## src/rtl/trkr_pkg.sv

```systemverilog
package trkr_pkg;
  // Offset bits inside one channel block; the stride is 2**OFF_W words.
  localparam int OFF_W = 3;

  typedef enum logic [2:0] {
    OF_SLEW   = 3'd0,
    OF_CPH    = 3'd1,
    OF_CCY    = 3'd2,
    OF_CAR_HI = 3'd3,
    OF_CAR_LO = 3'd4,
    OF_COD_HI = 3'd5,
    OF_COD_LO = 3'd6,
    OF_ACLR   = 3'd7
  } woff_e;

  typedef enum logic [2:0] {
    G_LATCH = 3'd0,
    G_TEST  = 3'd1,
    G_MSEL  = 3'd2,
    G_SHI   = 3'd3
  } goff_e;

  typedef enum logic [2:0] {
    RO_STA = 3'd0,
    RO_STB = 3'd1,
    RO_STC = 3'd2
  } roff_e;

  typedef enum logic [2:0] {
    RG_NONE  = 3'd0,
    RG_CHAN  = 3'd1,
    RG_ALL   = 3'd2,
    RG_MULTI = 3'd3,
    RG_GLB   = 3'd4
  } rgn_e;
endpackage

```

## src/rtl/trkr_wrbuf.sv

```systemverilog
module trkr_wrbuf #(
  parameter int AW      = 8,
  parameter int DW      = 16,
  parameter int SEQ_LEN = 7
) (
  input  logic          clk_i,
  input  logic          rst_i,
  input  logic          wr_i,
  input  logic          bypass_i,
  input  logic [AW-1:0] addr_i,
  input  logic [DW-1:0] data_i,
  output logic          cmt_o,
  output logic [AW-1:0] cmt_addr_o,
  output logic [DW-1:0] cmt_data_o
);
  localparam int PH_W = (SEQ_LEN > 1) ? $clog2(SEQ_LEN) : 1;
  localparam logic [PH_W-1:0] PH_LAST = PH_W'(SEQ_LEN - 1);

  logic [PH_W-1:0] ph_q;
  logic            pend_q;
  logic [AW-1:0]   addr_q;
  logic [DW-1:0]   data_q;

  assign cmt_o      = pend_q && (ph_q == PH_LAST);
  assign cmt_addr_o = addr_q;
  assign cmt_data_o = data_q;

  always_ff @(posedge clk_i) begin
    if (rst_i) begin
      ph_q   <= '0;
      pend_q <= 1'b0;
      addr_q <= '0;
      data_q <= '0;
    end else begin
      ph_q <= (ph_q == PH_LAST) ? '0 : ph_q + 1'b1;
      if (wr_i && !bypass_i) begin
        pend_q <= 1'b1;
        addr_q <= addr_i;
        data_q <= data_i;
      end else if (cmt_o) begin
        pend_q <= 1'b0;
      end
    end
  end

  // the sequencer never commits in two adjacent cycles
  p_commit_gap_r2: assert property (@(posedge clk_i) disable iff (rst_i)
    cmt_o |=> !cmt_o);
endmodule

```

## src/rtl/trkr_stage.sv

```systemverilog
module trkr_stage #(
  parameter int AW = 8,
  parameter int DW = 16
) (
  input  logic          clk_i,
  input  logic          rst_i,
  input  logic          shr_i,
  input  logic [DW-1:0] shr_data_i,
  input  logic          cmt_i,
  input  logic [AW-1:0] cmt_addr_i,
  input  logic [DW-1:0] cmt_data_i,
  input  logic          is_hi_i,
  input  logic          is_lo_i,
  output logic          fire_o,
  output logic [DW-1:0] hi_o
);
  logic          vld_q;
  logic          wild_q;
  logic [AW-1:0] key_q;
  logic [DW-1:0] hi_q;

  assign fire_o = cmt_i && is_lo_i && vld_q && (wild_q || (cmt_addr_i == key_q));
  assign hi_o   = hi_q;

  always_ff @(posedge clk_i) begin
    if (rst_i) begin
      vld_q  <= 1'b0;
      wild_q <= 1'b0;
      key_q  <= '0;
      hi_q   <= '0;
    end else if (shr_i) begin
      vld_q  <= 1'b1;
      wild_q <= 1'b1;
      hi_q   <= shr_data_i;
    end else if (cmt_i) begin
      if (is_hi_i) begin
        vld_q  <= 1'b1;
        wild_q <= 1'b0;
        key_q  <= cmt_addr_i + AW'(1);
        hi_q   <= cmt_data_i;
      end else begin
        vld_q  <= 1'b0;
      end
    end
  end

  // any committed non-high write leaves nothing staged
  p_abort_clears_r4: assert property (@(posedge clk_i) disable iff (rst_i)
    (cmt_i && !is_hi_i && !shr_i) |=> !vld_q);

  // the shared high address arms a wildcard stage
  p_shared_arms_r5: assert property (@(posedge clk_i) disable iff (rst_i)
    shr_i |=> (vld_q && wild_q));
endmodule

```

## src/rtl/trkr_chan.sv

```systemverilog
module trkr_chan
  import trkr_pkg::*;
#(
  parameter int DW = 16,
  parameter int FW = 8
) (
  input  logic          clk_i,
  input  logic          rst_i,
  input  logic          cmt_i,
  input  woff_e         off_i,
  input  logic [DW-1:0] data_i,
  input  logic          fire_i,
  input  logic [DW-1:0] hi_i,
  input  logic          test_en_i,
  input  logic          latch_i,
  input  logic [FW-1:0] flg_a_i,
  input  logic [FW-1:0] flg_b_i,
  input  logic [FW-1:0] flg_c_i,
  output logic [DW-1:0]   slew_o,
  output logic [DW-1:0]   cph_o,
  output logic [DW-1:0]   ccy_o,
  output logic [2*DW-1:0] car_inc_o,
  output logic [2*DW-1:0] cod_inc_o,
  output logic            cph_ld_o,
  output logic            ccy_ld_o,
  output logic            aclr_o,
  output logic [FW-1:0]   sta_o,
  output logic [FW-1:0]   stb_o,
  output logic [FW-1:0]   stc_o
);
  always_ff @(posedge clk_i) begin
    if (rst_i) begin
      slew_o    <= '0;
      cph_o     <= '0;
      ccy_o     <= '0;
      car_inc_o <= '0;
      cod_inc_o <= '0;
      cph_ld_o  <= 1'b0;
      ccy_ld_o  <= 1'b0;
      aclr_o    <= 1'b0;
      sta_o     <= '0;
      stb_o     <= '0;
      stc_o     <= '0;
    end else begin
      cph_ld_o <= 1'b0;
      ccy_ld_o <= 1'b0;
      aclr_o   <= 1'b0;
      if (latch_i) begin
        sta_o <= flg_a_i;
        stb_o <= flg_b_i;
        stc_o <= flg_c_i;
      end
      if (cmt_i) begin
        case (off_i)
          OF_SLEW: slew_o <= data_i;
          OF_CPH: if (test_en_i) begin
            cph_o    <= data_i;
            cph_ld_o <= 1'b1;
          end
          OF_CCY: if (test_en_i) begin
            ccy_o    <= data_i;
            ccy_ld_o <= 1'b1;
          end
          OF_CAR_LO: if (fire_i) car_inc_o <= {hi_i, data_i};
          OF_COD_LO: if (fire_i) cod_inc_o <= {hi_i, data_i};
          OF_ACLR: begin
            sta_o  <= '0;
            stb_o  <= '0;
            stc_o  <= '0;
            aclr_o <= 1'b1;
          end
          default: ;
        endcase
      end
    end
  end

  // a code increment only moves right after a matched low commit
  p_inc_on_fire_r3: assert property (@(posedge clk_i) disable iff (rst_i)
    !$stable(cod_inc_o) |-> $past(cmt_i && fire_i));

  // a preload strobe implies test mode was on at the commit
  p_preload_gated_r8: assert property (@(posedge clk_i) disable iff (rst_i)
    (cph_ld_o || ccy_ld_o) |-> $past(test_en_i));

  // while the clear strobe is high the status registers are empty
  p_clear_empties_r9: assert property (@(posedge clk_i) disable iff (rst_i)
    aclr_o |-> (sta_o == '0 && stb_o == '0 && stc_o == '0));
endmodule

```

## src/rtl/trkbank_regif.sv

```systemverilog
module trkbank_regif
  import trkr_pkg::*;
#(
  parameter int NCH      = 12,
  parameter int DW       = 16,
  parameter int AW       = 8,
  parameter int FW       = 8,
  parameter int SEQ_LEN  = 7,
  parameter int TEST_BIT = 3,
  parameter logic [AW-1:0] ALL_BASE   = AW'('h60),
  parameter logic [AW-1:0] MULTI_BASE = AW'('h68),
  parameter logic [AW-1:0] GLB_BASE   = AW'('h70)
) (
  input  logic                clk_i,
  input  logic                rst_i,
  input  logic [AW-1:0]       addr_i,
  input  logic [DW-1:0]       wdata_i,
  input  logic                wr_i,
  input  logic                rd_i,
  output logic [DW-1:0]       rdata_o,
  input  logic [NCH*FW-1:0]   flg_a_i,
  input  logic [NCH*FW-1:0]   flg_b_i,
  input  logic [NCH*FW-1:0]   flg_c_i,
  output logic [NCH*DW-1:0]   slew_o,
  output logic [NCH*DW-1:0]   cph_o,
  output logic [NCH*DW-1:0]   ccy_o,
  output logic [NCH*2*DW-1:0] car_inc_o,
  output logic [NCH*2*DW-1:0] cod_inc_o,
  output logic [NCH-1:0]      cph_ld_o,
  output logic [NCH-1:0]      ccy_ld_o,
  output logic [NCH-1:0]      aclr_o
);
  localparam int STRIDE  = 1 << OFF_W;
  localparam int CH_SPAN = NCH * STRIDE;
  localparam int CH_W    = AW - OFF_W;
  localparam logic [AW:0] CH_SPAN_L = (AW+1)'(CH_SPAN);

  function automatic rgn_e region(input logic [AW-1:0] a);
    if ({1'b0, a} < CH_SPAN_L)                          return RG_CHAN;
    else if (a[AW-1:OFF_W] == ALL_BASE[AW-1:OFF_W])     return RG_ALL;
    else if (a[AW-1:OFF_W] == MULTI_BASE[AW-1:OFF_W])   return RG_MULTI;
    else if (a[AW-1:OFF_W] == GLB_BASE[AW-1:OFF_W])     return RG_GLB;
    else                                                return RG_NONE;
  endfunction

  // ---------------- capture side ----------------
  rgn_e  in_rg;
  logic  shr;
  assign in_rg = region(addr_i);
  assign shr   = wr_i && (in_rg == RG_GLB) && (addr_i[OFF_W-1:0] == G_SHI);

  logic          cmt;
  logic [AW-1:0] c_addr;
  logic [DW-1:0] c_data;

  trkr_wrbuf #(.AW(AW), .DW(DW), .SEQ_LEN(SEQ_LEN)) u_wrbuf (
    .clk_i      (clk_i),
    .rst_i      (rst_i),
    .wr_i       (wr_i),
    .bypass_i   (shr),
    .addr_i     (addr_i),
    .data_i     (wdata_i),
    .cmt_o      (cmt),
    .cmt_addr_o (c_addr),
    .cmt_data_o (c_data)
  );

  // ---------------- commit-side decode ----------------
  rgn_e            c_rg;
  woff_e           c_off;
  logic [CH_W-1:0] c_ch;
  logic            c_bank;
  logic            c_hi;
  logic            c_lo;
  assign c_rg   = region(c_addr);
  assign c_off  = woff_e'(c_addr[OFF_W-1:0]);
  assign c_ch   = c_addr[AW-1:OFF_W];
  assign c_bank = (c_rg == RG_CHAN) || (c_rg == RG_ALL) || (c_rg == RG_MULTI);
  assign c_hi   = c_bank && ((c_off == OF_CAR_HI) || (c_off == OF_COD_HI));
  assign c_lo   = c_bank && ((c_off == OF_CAR_LO) || (c_off == OF_COD_LO));

  logic           test_q;
  logic [NCH-1:0] msel_q;
  logic           latch;
  assign latch = cmt && (c_rg == RG_GLB) && (c_addr[OFF_W-1:0] == G_LATCH);

  always_ff @(posedge clk_i) begin
    if (rst_i) begin
      test_q <= 1'b0;
      msel_q <= '0;
    end else if (cmt && c_rg == RG_GLB) begin
      if (c_addr[OFF_W-1:0] == G_TEST) test_q <= c_data[TEST_BIT];
      if (c_addr[OFF_W-1:0] == G_MSEL) msel_q <= c_data[NCH-1:0];
    end
  end

  logic          fire;
  logic [DW-1:0] hi_w;

  trkr_stage #(.AW(AW), .DW(DW)) u_stage (
    .clk_i      (clk_i),
    .rst_i      (rst_i),
    .shr_i      (shr),
    .shr_data_i (wdata_i),
    .cmt_i      (cmt),
    .cmt_addr_i (c_addr),
    .cmt_data_i (c_data),
    .is_hi_i    (c_hi),
    .is_lo_i    (c_lo),
    .fire_o     (fire),
    .hi_o       (hi_w)
  );

  // ---------------- channel bank ----------------
  logic [FW-1:0] sta_w [NCH];
  logic [FW-1:0] stb_w [NCH];
  logic [FW-1:0] stc_w [NCH];

  for (genvar i = 0; i < NCH; i++) begin : g_ch
    logic sel;
    assign sel = ((c_rg == RG_CHAN) && (c_ch == CH_W'(i))) ||
                 (c_rg == RG_ALL) ||
                 ((c_rg == RG_MULTI) && msel_q[i]);

    trkr_chan #(.DW(DW), .FW(FW)) u_chan (
      .clk_i     (clk_i),
      .rst_i     (rst_i),
      .cmt_i     (cmt && sel),
      .off_i     (c_off),
      .data_i    (c_data),
      .fire_i    (fire),
      .hi_i      (hi_w),
      .test_en_i (test_q),
      .latch_i   (latch),
      .flg_a_i   (flg_a_i[i*FW +: FW]),
      .flg_b_i   (flg_b_i[i*FW +: FW]),
      .flg_c_i   (flg_c_i[i*FW +: FW]),
      .slew_o    (slew_o[i*DW +: DW]),
      .cph_o     (cph_o[i*DW +: DW]),
      .ccy_o     (ccy_o[i*DW +: DW]),
      .car_inc_o (car_inc_o[i*2*DW +: 2*DW]),
      .cod_inc_o (cod_inc_o[i*2*DW +: 2*DW]),
      .cph_ld_o  (cph_ld_o[i]),
      .ccy_ld_o  (ccy_ld_o[i]),
      .aclr_o    (aclr_o[i]),
      .sta_o     (sta_w[i]),
      .stb_o     (stb_w[i]),
      .stc_o     (stc_w[i])
    );
  end

  // ---------------- read path ----------------
  rgn_e            rd_rg;
  logic [CH_W-1:0] rd_ch;
  logic [DW-1:0]   rsel;
  assign rd_rg = in_rg;
  assign rd_ch = addr_i[AW-1:OFF_W];

  always_comb begin
    rsel = '0;
    if (rd_rg == RG_CHAN) begin
      for (int i = 0; i < NCH; i++) begin
        if (rd_ch == CH_W'(i)) begin
          case (roff_e'(addr_i[OFF_W-1:0]))
            RO_STA:  rsel = DW'(sta_w[i]);
            RO_STB:  rsel = DW'(stb_w[i]);
            RO_STC:  rsel = DW'(stc_w[i]);
            default: rsel = '0;
          endcase
        end
      end
    end
  end

  always_ff @(posedge clk_i) begin
    if (rst_i)     rdata_o <= '0;
    else if (rd_i) rdata_o <= rsel;
  end

  // reads outside the channel region return zero
  p_rd_outside_zero_r11: assert property (@(posedge clk_i) disable iff (rst_i)
    (rd_i && rd_rg != RG_CHAN) |=> (rdata_o == '0));

  // a multi-region commit never reaches an unselected channel's clear strobe
  p_multi_respects_sel_r7: assert property (@(posedge clk_i) disable iff (rst_i)
    (cmt && c_rg == RG_MULTI && c_off == OF_ACLR) |=> ((aclr_o & ~msel_q) == '0));
endmodule

```

## config.mk

```make
export PLATFORM = sky130hd
export DESIGN_NAME = trkbank_regif
export DESIGN_NICKNAME = d
export VERILOG_FILES = /design/src/rtl/trkr_pkg.sv /design/src/rtl/trkr_wrbuf.sv /design/src/rtl/trkr_stage.sv /design/src/rtl/trkr_chan.sv /design/src/rtl/trkbank_regif.sv
export SDC_FILE = /design/constraint.sdc
export NUM_CORES = 2
export LEC_CHECK = 0
export BUFFER_PORTS_ARGS = -buffer_cell sky130_fd_sc_hd__buf_2
export CAP_MARGIN = 25
export CELL_PAD_IN_SITES_DETAIL_PLACEMENT = 1
export CELL_PAD_IN_SITES_GLOBAL_PLACEMENT = 2
export CORE_AREA = 2 2 667 669
export CTS_BUF_LIST = sky130_fd_sc_hd__clkbuf_4
export DETAILED_ROUTE_END_ITERATION = 8
export DIE_AREA = 0 0 669 671
export HOLD_SLACK_MARGIN = 0.1
export PLACE_DENSITY = 0.5
export SLEW_MARGIN = 20
export SYNTH_ARGS = -nofsm -noshare
export SYNTH_HDL_FRONTEND = slang
export SYNTH_SLANG_ARGS = --single-unit
```

## constraint.sdc

```tcl
create_clock -name clk_i -period 2.83 [get_ports clk_i]
set_clock_uncertainty 0.05 [all_clocks]
set_input_delay 0.566 -clock clk_i [delete_from_list [all_inputs] [get_ports clk_i]]
set_output_delay 0.566 -clock clk_i [all_outputs]
set_load 0.05 [all_outputs]
```

# [Word-level counts from Yosys, hierarchy flattened]
# Index checks and enable logic that the tools add are counted.
[classes] n_addsub=2 n_lt_le_gt_ge=2 eq_ne=46 muxes=156 bitwise_logic=13 n_reduce_logical=161
[ops] op="2-to-1 mux 8 bit" count=109
[ops] op="case mux 8 bit (3 select lines)" count=12
[ops] op="2-to-1 mux 16 bit" count=15
[ops] op="AND reduction 3 bit" count=49
[ops] op="equality test 5 x 4 -> 1 bit, second input constant" count=14
[ops] op="logical AND 1 bit" count=47
[ops] op="equality test 5 x 3 -> 1 bit, second input constant" count=8
[ops] op="AND reduction 2 bit" count=15
[ops] op="logical OR 1 bit" count=29
[ops] op="OR reduction 2 bit" count=13
[ops] op="2-to-1 mux 3 bit" count=8
[ops] op="equality test 3 bit, second input constant" count=7
[ops] op="equality test 5 x 2 -> 1 bit, second input constant" count=4
[ops] op="equality test 3 x 2 -> 1 bit, second input constant" count=6
[ops] op="< comparator 8 x 7 -> 1 bit, second input constant" count=2
[ops] op="inverter 1 bit" count=13
[ops] op="equality test 3 x 1 -> 1 bit, second input constant" count=4
[ops] op="2-to-1 mux 1 bit" count=12
[ops] op="equality test 5 x 1 -> 1 bit, second input constant" count=2
[ops] op="zero test 5 bit" count=2
[ops] op="adder 8 x 1 -> 8 bit, second input constant" count=1
[ops] op="equality test 8 bit" count=1
[ops] op="zero test 3 bit" count=2
[ops] op="nonzero test 2 bit" count=3
[ops] op="other kinds (2)" count=2
[totals] ff_bits=1751 in_bits=316 out_inout_bits=1396

# [Logic depth before layout (Yosys ltp)]
[logic_depth] ltp_word=15 depth_mapped=11 depth_no_buf=8

# [Cells and area by module]
# A second synthesis with hierarchy kept.
[unflattened] hier_cells=6957 area_unflattened_um2=71552.4
[by_module_without_submodules] module="trkr_chan" n_inst=12 cells_each=510 area_each_um2=5392.7
[by_module_without_submodules] module="trkbank_regif" n_inst=1 cells_each=579 area_each_um2=4156.5
[by_module_without_submodules] module="trkr_wrbuf" n_inst=1 cells_each=123 area_each_um2=1342.5
[by_module_without_submodules] module="trkr_stage" n_inst=1 cells_each=135 area_each_um2=1341.3

# [Worst setup path before layout]
# OpenSTA, ideal clock, no wires.
[synth_timing] path_type="input to register" start="in addr_i[3]" end="reg rdata_o[6]" setup_time_ns=0.123 arrival_time_ns=2.187 required_ns=2.657 slack_ns=0.470 path_stages=9 cell_sequence="buf_2 or2_1 clkbuf_1 or3_1 buf_2 o31ai_1 o221ai_1 a2bb2oi_1 o31ai_1"
[synth_via] elab_chain_cells=14 word_cells_on_any_way=34 cone_classes="order compare (1); eq/ne (15); mux (17); reduce/logical (1)"
[synth_lines] item="start: declaration" line_no="trkbank_regif.sv:16" rtl="input logic [AW-1:0] addr_i,"
[synth_lines] item="zero test 5 bit" line_no="trkbank_regif.sv:163" rtl="if (rd_ch == CH_W'(i)) begin"
[synth_lines] item="2-to-1 mux 8 bit" line_no="trkbank_regif.sv:163"
[synth_lines] item="2-to-1 mux 16 bit (11 in a row)" line_no="trkbank_regif.sv:163"
[synth_lines] item="2-to-1 mux 16 bit (*)" line_no="trkbank_regif.sv:161" rtl="if (rd_rg == RG_CHAN) begin"
[synth_lines] item="end signal: assignment" line_no="trkbank_regif.sv:177" rtl="else if (rd_i) rdata_o <= rsel;"
[synth_lines] item="end: declaration" line_no="trkbank_regif.sv:20" rtl="output logic [DW-1:0] rdata_o,"
# Every way passes the cells marked *; elsewhere a longest branch is shown, timed or not.
# A chain may end at the register's enable or synchronous reset.

# [Worst setup path after layout]
[layout_timing] start="in addr_i[2]" end="reg rdata_o[5]"
[layout_via] elab_chain_cells=15 word_cells_on_any_way=31 cone_classes="order compare (1); eq/ne (3); mux (26); reduce/logical (1)"
[layout_lines] item="equality test 3 x 2 -> 1 bit, or another cell as far along" line_no="trkbank_regif.sv:164" rtl="case (roff_e'(addr_i[OFF_W-1:0]))"
[layout_lines] item="case mux 8 bit (3 select lines)" line_no="trkbank_regif.sv:164"
[layout_lines] item="2-to-1 mux 8 bit" line_no="trkbank_regif.sv:163"
[layout_lines] item="2-to-1 mux 16 bit (11 in a row)" line_no="trkbank_regif.sv:163"
[layout_lines] item="2-to-1 mux 16 bit (*)" line_no="trkbank_regif.sv:161"
# Marks and branches as above.

==> parameters.txt <==
Parameter                              Value

Run status
  Result of the run    complete, but fails checks
  Violations in the final reports    negative setup slack

Clock tree
  Deepest level of the CTS H-tree    6
  Clock tree from TritonCTS    done
  Buffer cell driving the clock tree root    clkbuf_4
  Clock transition time at the flip-flop clock pins of the worst setup and hold paths    0.06 ns
  Bufs on Longest Clock Path    4
  Number of clock sinks seen by CTS    1743
  Skew-Pair Late Insertion Delay    about 1.5 ns
  Number of buffers added by the clock tree synthesis step    555

Setup path
  CP max-delay cell    a21oi_1
  Stage delay of the slowest cell on the critical path    0.78 ns
  Critical path class    input port to flip-flop
  Top fanout value on the critical path    10
  Category of the worst setup path launch point    input port
  Critical path capture point type    flip-flop
  List of cells traversed by the critical path    buf_2 -> dlygate4sd3_1 -> dlygate4sd3_1 -> buf_4 -> a21oi_1 -> a311o_1 -> a2111oi_0 -> buf_4 -> nor4_1 -> dlygate4sd3_1
  Buffering stage count on the worst path with inverters included    6
  CP required    4.17 ns
  Family with the most delay on the worst path    buffers and inverters
  Arr. time, crit path    4.30 ns
  Cell type with the highest occurrence count on the critical path    dlygate4sd3_1

Routing
  Number of antenna-violating nets in the routed design    0
  Number of remaining DRC errors    0
  WL per Instance    25.5 um
  Detailed-route via count    approximately 66000
  Post-detailed-routing wire length    425 mm
  Iteration count of the initial detailed-routing pass    5
  Avg Vias per Cell    3.98
  DRC violation total after the first TritonRoute iteration    3145

Floorplan
  Die Height    671 um
  Area inside the core boundary    441000 sq um
  Starting density of the core    14.8%
  Full die area    449000 sq um
  Top-level I/O count    1712
  Standard-cell rows    approximately 240
  Die W    669 um

Place
  # port buffers    1703
  Placed Instance Area    82700 sq um
  Weighted congestion reported at the end of routability-driven placement    0.817
  Dpl hpwl    295 mm
  Count of placed standard cells including taps    between 10000 and 15000

Timing
  Final Max Slew Viols    0
  Max Freq    338 MHz
  Relative slew margins    32.5%
  Min cycle time layout    2.96 ns
  Period Utilization, post-route    104%
  Setup TNS    -0.493 ns
  Hold Violations, Final    0
  Setup violators final    10
  Setup repair after global routing missed its margin    yes
  Post-layout worst setup margin    -0.127 ns
  Tightest Pin Transition    1.01 ns

Cells and area
  Post-layout net count    10700
  Finished Layout Cells    around 17000
  Multi-input combinational cell area    27200 sq um
  Sequential cell area in the final layout    36900 sq um
  Post-route design area    116000 sq um
  Filler Cells Inserted    50500
  P&R area growth vs syn    77.1%
  Ratio of cells with drive above 1 in the final layout    between 40% and 50%

Logic synthesis
  Synth unique cells    67
  Area share of the leading cell type in the synthesized netlist    53.4%
  Number of standard cells after synthesis    7519
  Post-Syn Area    65300 sq um
  Share of synthesized registers carrying an async set or reset    0%
  Yosys Warn Count    0
  Sequential element share of the synthesized area    a little over half
  Count of state elements after synthesis    1743
  Number of enable-type register cells in the synthesized netlist    0
  Top area cells in the synthesized netlist    dfxtp_1 53%, mux2i_1 12%, nand2_1 11%
  Most common cell in the synthesized netlist    nand2_1
  Top_reg_cell synth    dfxtp_1
  Library cell occupying the most area in the post-synthesis netlist    dfxtp_1
  Synthesized area divided by synthesized cell count    8.69 sq um
  List of most frequent post-synthesis cells    1970 x nand2_1, 1743 x dfxtp_1, 1031 x a21oi_1, 812 x nor2_1, 810 x mux2i_1

Power
  Leakage power summed over all cells    43.4 nW
  Power density relative to cell area    462 nW/um^2
  Power Total    53.5 mW
  Maximum vdd ir drop    around 0.00029 V

Global routing
  Global-route wire length before repair    between 500 and 600 mm
  Routing layer with the top usage in global route    met2
  Antenna violations before repair    65
  Total track usage    18.2%
  Total global routing overflow    0
  Met1 usage in global routing    21.0%
  GR met2 Demand/Resource    32.8%
  Largest net degree at the start of global routing    approximately 150
  Vias in the first global route    70500
  GR Layer Usage met3    4.10%

Run
  Count of max-cap constraint violations    0

Min path
  Worst min-delay path class    input port to flip-flop
[state kept, by name, summed over array words and instances (netlist names), 3 cells and up]
name and flops:
g_ch.u_chan.stc_o 96, u_wrbuf.ph_q 3, g_ch.u_chan.cph_o 192, g_ch.u_chan.sta_o 96, g_ch.u_chan.ccy_ld_o 12, u_stage.key_q 8
g_ch.u_chan.car_inc_o 384, g_ch.u_chan.slew_o 192, g_ch.u_chan.cph_ld_o 12, msel_q 12, u_wrbuf.cmt_data_o 16, u_wrbuf.cmt_addr_o 8
g_ch.u_chan.ccy_o 192, g_ch.u_chan.aclr_o 12, g_ch.u_chan.stb_o 96, rdata_o 8, u_stage.hi_o 16, g_ch.u_chan.cod_inc_o 384
[layout make-up]
type,count,share of cell area [%]
multi-input cells,5039,23.5
inverters,10,0.0325
clock buffers,764,4.96
well taps,5904,6.39
clock inverters,132,0.822
flip-flops and latches,1743,31.9
diodes,24,0.0519
repair buffers,3061,32.4
[report_power, final]
part	switching, mW	internal [mW]
Combinational	1.74	1.26
Clock	12.6	13.2
Sequential	0.149	24.5
Total	14.5	38.9
[layout by cell type (no fill, tap or decap), types with 17 or more instances in the layout]
cell type / n
mux2i_1: 810
a21oi_1: 1030
buf_12: 408
o2bb2ai_1: 37
buf_4: 450
dfxtp_4: 76
dfxtp_2: 1336
nor3_1: 25
diode_2: 24
buf_2: 312
buf_8: 1058
a211oi_1: 30
dlygate4sd3_1: 751
inv_6: 17
nand2_1: 1967
a22oi_1: 18
dfxtp_1: 331
nor2_1: 805
clkinv_1: 60
clkbuf_4: 764
buf_6: 79
nor3_4: 25
o21ai_0: 32
[final timing paths]
kind                                               start                       end  slack, ns  cells past startpoint
worst max-delay path                           addr_i[2]                rdata_o[5]      -0.13                     10
worst min-delay path                           addr_i[1]                rdata_o[7]       0.29                      8
worst max register to register     u_wrbuf.cmt_addr_o[5]  g_ch[1].u_chan.slew_o[3]       0.12                     10
worst min register to register  g_ch[10].u_chan.stc_o[7]  g_ch[10].u_chan.stc_o[7]       0.40                      2
[per-layer routing]
metal / vias up / share of wire, %
li1: 30700 / -
met1: 32900 / 40
met2: 2054 / 51
met3: 679 / 5.6
met4: 20 / 3.5
met5: - / 0.031
[kinds of logic after synthesis]
group	Yosys count	synth area share, %
adders and majority gates	7	0.134
xor gates and xnor gates	14	0.188
muxes	810	12.4
and+or+nand+nor	2982	18.3
DFF	1743	53.4
buffers and inverters	744	5.46
other	1	0.00574
AOI/OAI and AO/OA	1218	10.0
[stage by stage]
| step | setup slack, ns | utilization [%] | hold slack [ns] |
|---|---|---|---|
| 6_report | -0.127 | 26.2 | 0.291 |
| 5_1_grt | -0.178 | 26.2 | 0.118 |
| 4_1_cts | -0.245 | 25.8 | 0.100 |
| 3_5_place_dp | -0.431 | 18.8 | 0.394 |
| 3_3_place_gp | -0.410 | 18.7 | 0.389 |
| 2_1_floorplan | 0.470 | - | 0.379 |
[worst register-to-register path, stage by stage (launching register included)]
cell	delay, ns
dfxtp_1	0.53
buf_12	0.21
nor2_1	0.07
and2_1	0.19
o21ai_4	0.63
buf_4	0.26
buf_4	0.18
nor2_4	0.06
buf_12	0.15
mux2i_1	0.25
nor2_1	0.07
[repair_timing]
action                     4_1_cts  5_1_grt
hold endpoints to repair      1743        0
resized for setup             5608      225
setup buffers                   98      124
gates cloned                     1        1
pin swaps                        1        8
setup endpoints to repair     1485     1295
hold buffers                   753        0
Note: power is estimated with default switching activity, not from simulation.
